<file path="src/rtl/irq_agg_pkg.sv">
package irq_agg_pkg;
    localparam int DATA_W = 32;

    typedef enum logic [1:0] {
        DEC_NONE = 2'd0,
        DEC_SUM  = 2'd1,
        DEC_CHAN = 2'd2
    } dec_kind_e;
endpackage

</file>
<file path="src/rtl/irq_rd_decode.sv">
module irq_rd_decode
    import irq_agg_pkg::*;
#(
    parameter int ADDR_W   = 5,
    parameter int NUM_CH   = 8,
    parameter int SUM_ADDR = 0,
    parameter int CH_BASE  = 16,
    parameter int IDX_W    = 3
) (
    input  logic              rd_en,
    input  logic [ADDR_W-1:0] rd_addr,
    output dec_kind_e         kind,
    output logic [IDX_W-1:0]  chan_idx,
    output logic [NUM_CH-1:0] clr_vec
);
    logic [ADDR_W-1:0] offset;

    assign offset   = rd_addr - ADDR_W'(CH_BASE);
    assign chan_idx = offset[IDX_W-1:0];

    always_comb begin
        kind = DEC_NONE;
        if (rd_en) begin
            if (rd_addr == ADDR_W'(SUM_ADDR)) begin
                kind = DEC_SUM;
            end else if ((rd_addr >= ADDR_W'(CH_BASE)) && (int'(offset) < NUM_CH)) begin
                kind = DEC_CHAN;
            end
        end
    end

    for (genvar c = 0; c < NUM_CH; c++) begin : g_clr
        assign clr_vec[c] = (kind == DEC_CHAN) && (chan_idx == IDX_W'(c));
    end
endmodule

</file>
<file path="src/rtl/irq_chan_status.sv">
module irq_chan_status #(
    parameter int CAUSE_W = 2
) (
    input  logic               clk,
    input  logic               rst_n,
    input  logic [CAUSE_W-1:0] ev,
    input  logic               clr,
    output logic [CAUSE_W-1:0] cause_q,
    output logic [CAUSE_W-1:0] cause_nxt
);
    // A new event outranks a clearing read in the same cycle.
    always_comb begin
        cause_nxt = ev | (clr ? '0 : cause_q);
    end

    always_ff @(posedge clk) begin
        if (!rst_n) begin
            cause_q <= '0;
        end else begin
            cause_q <= cause_nxt;
        end
    end
endmodule

</file>
<file path="src/rtl/irq_status_agg.sv">
module irq_status_agg
    import irq_agg_pkg::*;
#(
    parameter int NUM_CH   = 8,
    parameter int CAUSE_W  = 2,
    parameter int SUM_OFS  = 2,
    parameter int ADDR_W   = 5,
    parameter int SUM_ADDR = 0,
    parameter int CH_BASE  = 16
) (
    input  logic                            clk,
    input  logic                            rst_n,
    input  logic [NUM_CH-1:0][CAUSE_W-1:0]  ev_i,
    input  logic                            rd_en,
    input  logic [ADDR_W-1:0]               rd_addr,
    output logic [DATA_W-1:0]               rd_data,
    output logic                            irq_o
);
    localparam int IDX_W = (NUM_CH > 1) ? $clog2(NUM_CH) : 1;

    dec_kind_e                         kind;
    logic [IDX_W-1:0]                  chan_idx;
    logic [NUM_CH-1:0]                 clr_vec;
    logic [NUM_CH-1:0][CAUSE_W-1:0]    cause_q;
    logic [NUM_CH-1:0][CAUSE_W-1:0]    cause_nxt;
    logic [NUM_CH-1:0]                 sum_vec;
    logic [NUM_CH-1:0]                 sum_nxt;
    logic [DATA_W-1:0]                 rd_word;
    logic [DATA_W-1:0]                 rd_data_q;
    logic                              irq_q;

    irq_rd_decode #(
        .ADDR_W  (ADDR_W),
        .NUM_CH  (NUM_CH),
        .SUM_ADDR(SUM_ADDR),
        .CH_BASE (CH_BASE),
        .IDX_W   (IDX_W)
    ) u_dec (
        .rd_en   (rd_en),
        .rd_addr (rd_addr),
        .kind    (kind),
        .chan_idx(chan_idx),
        .clr_vec (clr_vec)
    );

    for (genvar c = 0; c < NUM_CH; c++) begin : g_ch
        irq_chan_status #(
            .CAUSE_W(CAUSE_W)
        ) u_chan (
            .clk      (clk),
            .rst_n    (rst_n),
            .ev       (ev_i[c]),
            .clr      (clr_vec[c]),
            .cause_q  (cause_q[c]),
            .cause_nxt(cause_nxt[c])
        );
        assign sum_vec[c] = |cause_q[c];
        assign sum_nxt[c] = |cause_nxt[c];
    end

    always_comb begin
        rd_word = '0;
        unique case (kind)
            DEC_SUM:  rd_word[SUM_OFS +: NUM_CH] = sum_vec;
            DEC_CHAN: rd_word[CAUSE_W-1:0]       = cause_q[chan_idx];
            default:  rd_word = '0;
        endcase
    end

    always_ff @(posedge clk) begin
        if (!rst_n) begin
            rd_data_q <= '0;
            irq_q     <= 1'b0;
        end else begin
            rd_data_q <= rd_word;
            irq_q     <= |sum_nxt;
        end
    end

    assign rd_data = rd_data_q;
    assign irq_o   = irq_q;
endmodule

</file>
<file path="config.mk">
export PLATFORM = sky130hd
export DESIGN_NAME = irq_status_agg
export DESIGN_NICKNAME = d
export VERILOG_FILES = /design/src/rtl/irq_agg_pkg.sv /design/src/rtl/irq_rd_decode.sv /design/src/rtl/irq_chan_status.sv /design/src/rtl/irq_status_agg.sv
export SDC_FILE = /design/constraint.sdc
export NUM_CORES = 1
export LEC_CHECK = 0
export ABC_AREA = 1
export CORE_ASPECT_RATIO = 0.9
export CORE_MARGIN = 4
export CORE_UTILIZATION = 23
export CTS_CLUSTER_SIZE = 12
export DETAILED_ROUTE_END_ITERATION = 8
export SYNTH_ARGS = -nofsm -noshare
export SYNTH_HDL_FRONTEND = slang
export SYNTH_SLANG_ARGS = --single-unit
</file>
<file path="constraint.sdc">
create_clock -name clk -period 1.6 [get_ports clk]
set_input_delay 0.24 -clock clk [delete_from_list [all_inputs] [get_ports clk]]
set_output_delay 0.24 -clock clk [all_outputs]
set_load 0.01 [all_outputs]
</file>
Word level (Yosys, flattened, before mapping)
Cells that the tools add are included.
- bits in registers: 49
- latch bits: 0
- RAM bits: 0
- bits in read-only memories: 0
- input bits: 24
- logic and storage cells: 68
- memories: 0
- $add $sub $neg: 1
- multiply operators: 0
- div/mod/pow operators: 0
- $lt $le $gt $ge: 3
- equal/unequal tests: 9
- shift operators: 0
- muxes and demuxes: 13
- bitwise operators: 8
- reductions and logical operators: 22
- operators with widths (operator ; number):
    $mux 2 ; 12
    $or 2x2->2 ; 8
    $reduce_or 16->1 ; 1
    $reduce_or 2->1 ; 8
    $eq 3x3->1 const B ; 4
    $logic_and 1x1->1 ; 9
    $bmux 2 s3 ; 1
    $eq 3x2->1 const B ; 2
    $ge 5x5->1 const B ; 1
    $logic_not 5->1 ; 1
    $lt 5x4->1 const B ; 1
    $sub 5x5->5 const B ; 1
    $lt 3x4->1 const B ; 1
    $reduce_and 2->1 ; 2
    $eq 3x1->1 const B ; 1
    $logic_not 3->1 ; 1
    $eq 2x1->1 const B ; 1
    $eq 2x2->1 const B ; 1

Longest topological paths before layout
- depth after elaboration: 11
- depth in mapped cells: 10

Cells and area by module
A second synthesis with hierarchy kept.
- cells, all modules: 239
- area total of the unflattened synthesis: 1522.7 µm²
- modules (own cells, without submodules) (module ; instances ; cells each ; area an instance (µm²) ; seq. area each (µm²)):
    irq_status_agg ; 1 ; 114 ; 740.7 ; 220.2
    irq_chan_status ; 8 ; 12 ; 80.1 ; 40.0
    irq_rd_decode ; 1 ; 29 ; 141.4 ; 0.0

Worst setup path after synthesis
Ideal clock, no wire load.
- path kind: input to register
- start: input rd_addr[3]
- end: register irq_q (netlist: irq_o)
- library setup time: 0.132 ns
- arrival time: 1.073 ns
- required time: 1.468 ns
- setup slack: 0.394 ns
- stages: 10
- path buffers: 0
- cell sequence: inv_1 > nand2_1 > nor2_1 > nand2_1 > nand2_1 > nand2_1 > nor2_1 > nand2_1 > nor2_1 > a21oi_1
- longest elaborated chain between the ends: 11
- elaborated cells between the ends (all ways): 34
- classes of those cells: add/sub: 1; order compare: 2; eq/ne: 1; mux: 11; bitwise: 8; reduce/logical: 11
- RTL lines (what ; line ; text):
    start: declaration ; irq_status_agg.sv:15 ; input logic [ADDR_W-1:0] rd_addr,
    $sub 5x5->5 ; irq_rd_decode.sv:18 ; assign offset = rd_addr - ADDR_W'(CH_BASE);
    $lt 5x4->1 ; irq_rd_decode.sv:26 ; end else if ((rd_addr >= ADDR_W'(CH_BASE)) && (int'(offset) < NUM_CH)) begin
    $logic_and 1x1->1 ; irq_rd_decode.sv:26 ;
    $mux 2 ; irq_rd_decode.sv:26 ;
    $mux 2 * ; irq_rd_decode.sv:24 ; if (rd_addr == ADDR_W'(SUM_ADDR)) begin
    $mux 2 * ; irq_rd_decode.sv:23 ; if (rd_en) begin
    $eq 2x2->1 * ; irq_rd_decode.sv:33 ; assign clr_vec[c] = (kind == DEC_CHAN) && (chan_idx == IDX_W'(c));
    $logic_and 1x1->1 ; irq_rd_decode.sv:33 ;
    $mux 2 ; irq_chan_status.sv:13 ; cause_nxt = ev | (clr ? '0 : cause_q);
    $or 2x2->2 ; irq_chan_status.sv:13 ;
    $reduce_or 16->1 * ; irq_status_agg.sv:76 ; irq_q <= |sum_nxt;
    end signal: assignment ; irq_status_agg.sv:76 ;
    end: declaration ; irq_status_agg.sv:30 ; logic irq_q;
Mark *: on every way between the ends. The rest lies on a longest branch, timed or not.
A chain may end at the register's enable or synchronous reset.

Worst setup path in the final report
- start: input rd_en
- end: register irq_q (netlist: irq_o)
- longest elaborated chain between the ends: 6
- elaborated cells between the ends (all ways): 27
- classes of those cells: eq/ne: 1; mux: 9; bitwise: 8; reduce/logical: 9
- RTL lines (what ; line ; text):
    start: declaration ; irq_status_agg.sv:14 ; input logic rd_en,
    $mux 2 * ; irq_rd_decode.sv:23 ;
    $eq 2x2->1 * ; irq_rd_decode.sv:33 ;
    $logic_and 1x1->1 ; irq_rd_decode.sv:33 ;
    $mux 2 ; irq_chan_status.sv:13 ;
    $or 2x2->2 ; irq_chan_status.sv:13 ;
    $reduce_or 16->1 * ; irq_status_agg.sv:76 ;
Marked as above.

==> out/results.ini <==
[power_and_ir_drop]
powerDensity_nw_per_um2 = 737
power_mw = 1.37
leakagePower_nw = 0.910
ir_worst_vdd_mv = 0.227

[synthesis]
yosysTopAreaCellShare_pct = 39.2
synth_most_common_cell = nand2_1
synthTopCellsByArea = dfxtp_1, nand2_1, buf_4
synth-edff-count = 0
ys_types = 22
syn_inst = 199
synth_area_sq_um = 1380
ys_async_sr_fraction_pct = 0
yosysSeqAreaShare_pct = 39.2
yosysTopAreaCell = dfxtp_1
ys.flop_type = dfxtp_1
yosys-top-cells-count = nand2_1, inv_1, dfxtp_1
synth_seq_cells = 27
synth_area_per_cell_sq_um = 6.94
synth_warnings = 0

[timing]
finalHoldViolations = 0
setup_viol = 0
fmax_ghz = 0.680
min_period_over_period_pct = 92.0
period_needed_ns = 1.47
drv_slew = 0
clock_skew_ns = 0.00183
rsz0062_at_grt = false

[finish]
fillers = 634
multiInputGateArea_sq_um = 627
final_area_sq_um = 1860
layout-drive-gt1-share_pct = 12.6
seqCellArea_sq_um = 541
area_growth_pct = 34.9
nets = 272
insertedDiodeCount = 0

[placed_design]
place_area_sq_um = 1800
dp_hpwl_um = 2760
io_buffers = 34
place_congestion = 0.954

[die]
dieHeight_um = 81.5
core_sq_um = 5760
die_area_sq_um = 7310
ios = 57
die_w_um = 89.7
start_util_pct = 24.0
row_count = 26

[critical_path]
critPathTopFamily = simple AND/OR/NAND/NOR gates
crit_top_cell = nand2_1
crit_path_cell_trace = clkdlybuf4s50_1, nand2_2, nor2_1, buf_4, nand2_1, nand2_1, nand2_1, nor2_2, nand2_1, nor2_1, a21oi_1
cp.buffers_inverters = 2
max_stage_delay_ns = 0.49
worstPathArrival_ns = 1.64
crit_slowest_cell = clkdlybuf4s50_1
worst-setup-path-type = in2reg
endpoint_kind = register
path_max_fanout = 6
required_ns = 1.77
startpoint_type = primary input

[cts]
cts_tree = done
ctsHoldBuffers = 0
post_cts_buffers = 0
htreeDepth = 1
clk_path_buf_depth = 2
numClockSinks = 27
clockRootBuffer = clkbuf_8
cts_buffers = 3
clk_latency_ns = 0.27
clkTransAtPathRegs_ns = 0.09

[routing]
first_pass_iters = 4
drc = 0
wl_um = 3310
wire_per_inst_um = 10.5
drtAntennaViolNets = 0
vias = 1258
viasPerCell = 3.97
drt_iter0_drc = 70

[global_route]
grt_pass1_vias = 1187
antenna_found_initial = 0
gr-usage-all-layers_pct = 9.30
grt_max_degree = 19
grt.overflow.total = 0
grt_pass1_wl_um = 5230

[status]
status = completed

[run]
drv_cap = 0

[hold_path]
worstHoldPathType = in2reg

-- final cells by class --
class	count	share of cell area, %
timing repair buffer	47	23.9
multi-input combinational	138	33.7
clock buffer	4	2.42
tap	70	4.70
sequential	27	29.0
inverter	31	6.25
-- power breakdown --
group / internal (mW) / switching (mW) / total, mW
logic: 0.121 / 0.136 / 0.257
registers: 0.704 / 0.0226 / 0.726
clock network: 0.179 / 0.211 / 0.389
total: 1.00 / 0.369 / 1.37
-- repair_timing --
| item | 4_1_cts | 5_1_grt |
|---|---|---|
| endpoints found under the setup margin | 0 | 1 |
| gates resized for setup | 0 | 5 |
| endpoints found under the hold margin | 0 | 0 |
-- per-layer routing --
layer	track usage (%)	part of all wire [%]	vias up
met4	4.02	2.0	0
li1	-	-	666
met2	14.5	43	40
met3	1.50	6.7	5
met1	12.6	49	547
met5	0	0	-
-- registers in the layout, indices dropped and copies added (netlist names) --
signal and flops:
g_ch.u_chan.cause_q 16, rd_data 10, irq_o 1
-- through the flow --
stage | hold slack, ns | util [%] | cells | setup slack, ns | TNS [ns]
2_1_floorplan | 0.394 | - | 220 | 0.394 | 0
3_3_place_gp | 0.477 | 31.3 | 313 | -0.207 | -1.06
3_5_place_dp | 0.482 | 31.3 | 313 | -0.190 | -1.30
4_1_cts | 0.500 | 32.1 | 317 | 0.107 | 0
5_1_grt | 0.451 | 32.3 | 317 | 0.00347 | 0
6_report | 0.419 | 32.3 | 317 | 0.129 | 0
-- cells by family (layout without fill, tap and decap cells) --
family          after synthesis  in the layout  synth area share [%]
flops                        27             27                  39.2
other cells                   1             22                 0.272
simple gates                 85             85                  25.7
buf+inv                      55             82                  21.5
compound gates               31             31                  13.3
-- placed cells by master (no fill, tap or decap), types with 4 or more instances in the layout --
master	instances
buf_4	13
nor2_2	6
nor2_1	25
a21oi_1	17
nand2_1	46
dfxtp_1	27
clkdlybuf4s50_1	31
o21ai_0	4
inv_1	29
conb_1	22
-- worst min-delay path, stage by stage --
cell	delay [ns]
dlymetal6s2s_1	0.14
or4_4	0.23
a21oi_2	0.04
-- worst paths after layout --
kind	startpoint	to	slack, ns	cells past startpoint
setup / recovery	rd_en	irq_o	0.13	11
hold / removal	rd_addr[4]	rd_data[4]	0.42	3
setup reg to reg	g_ch[2].u_chan.cause_q[1]	rd_data[1]	0.61	4
hold reg to reg	g_ch[0].u_chan.cause_q[0]	rd_data[2]	0.50	2
Power figures use the tool's default switching activity.
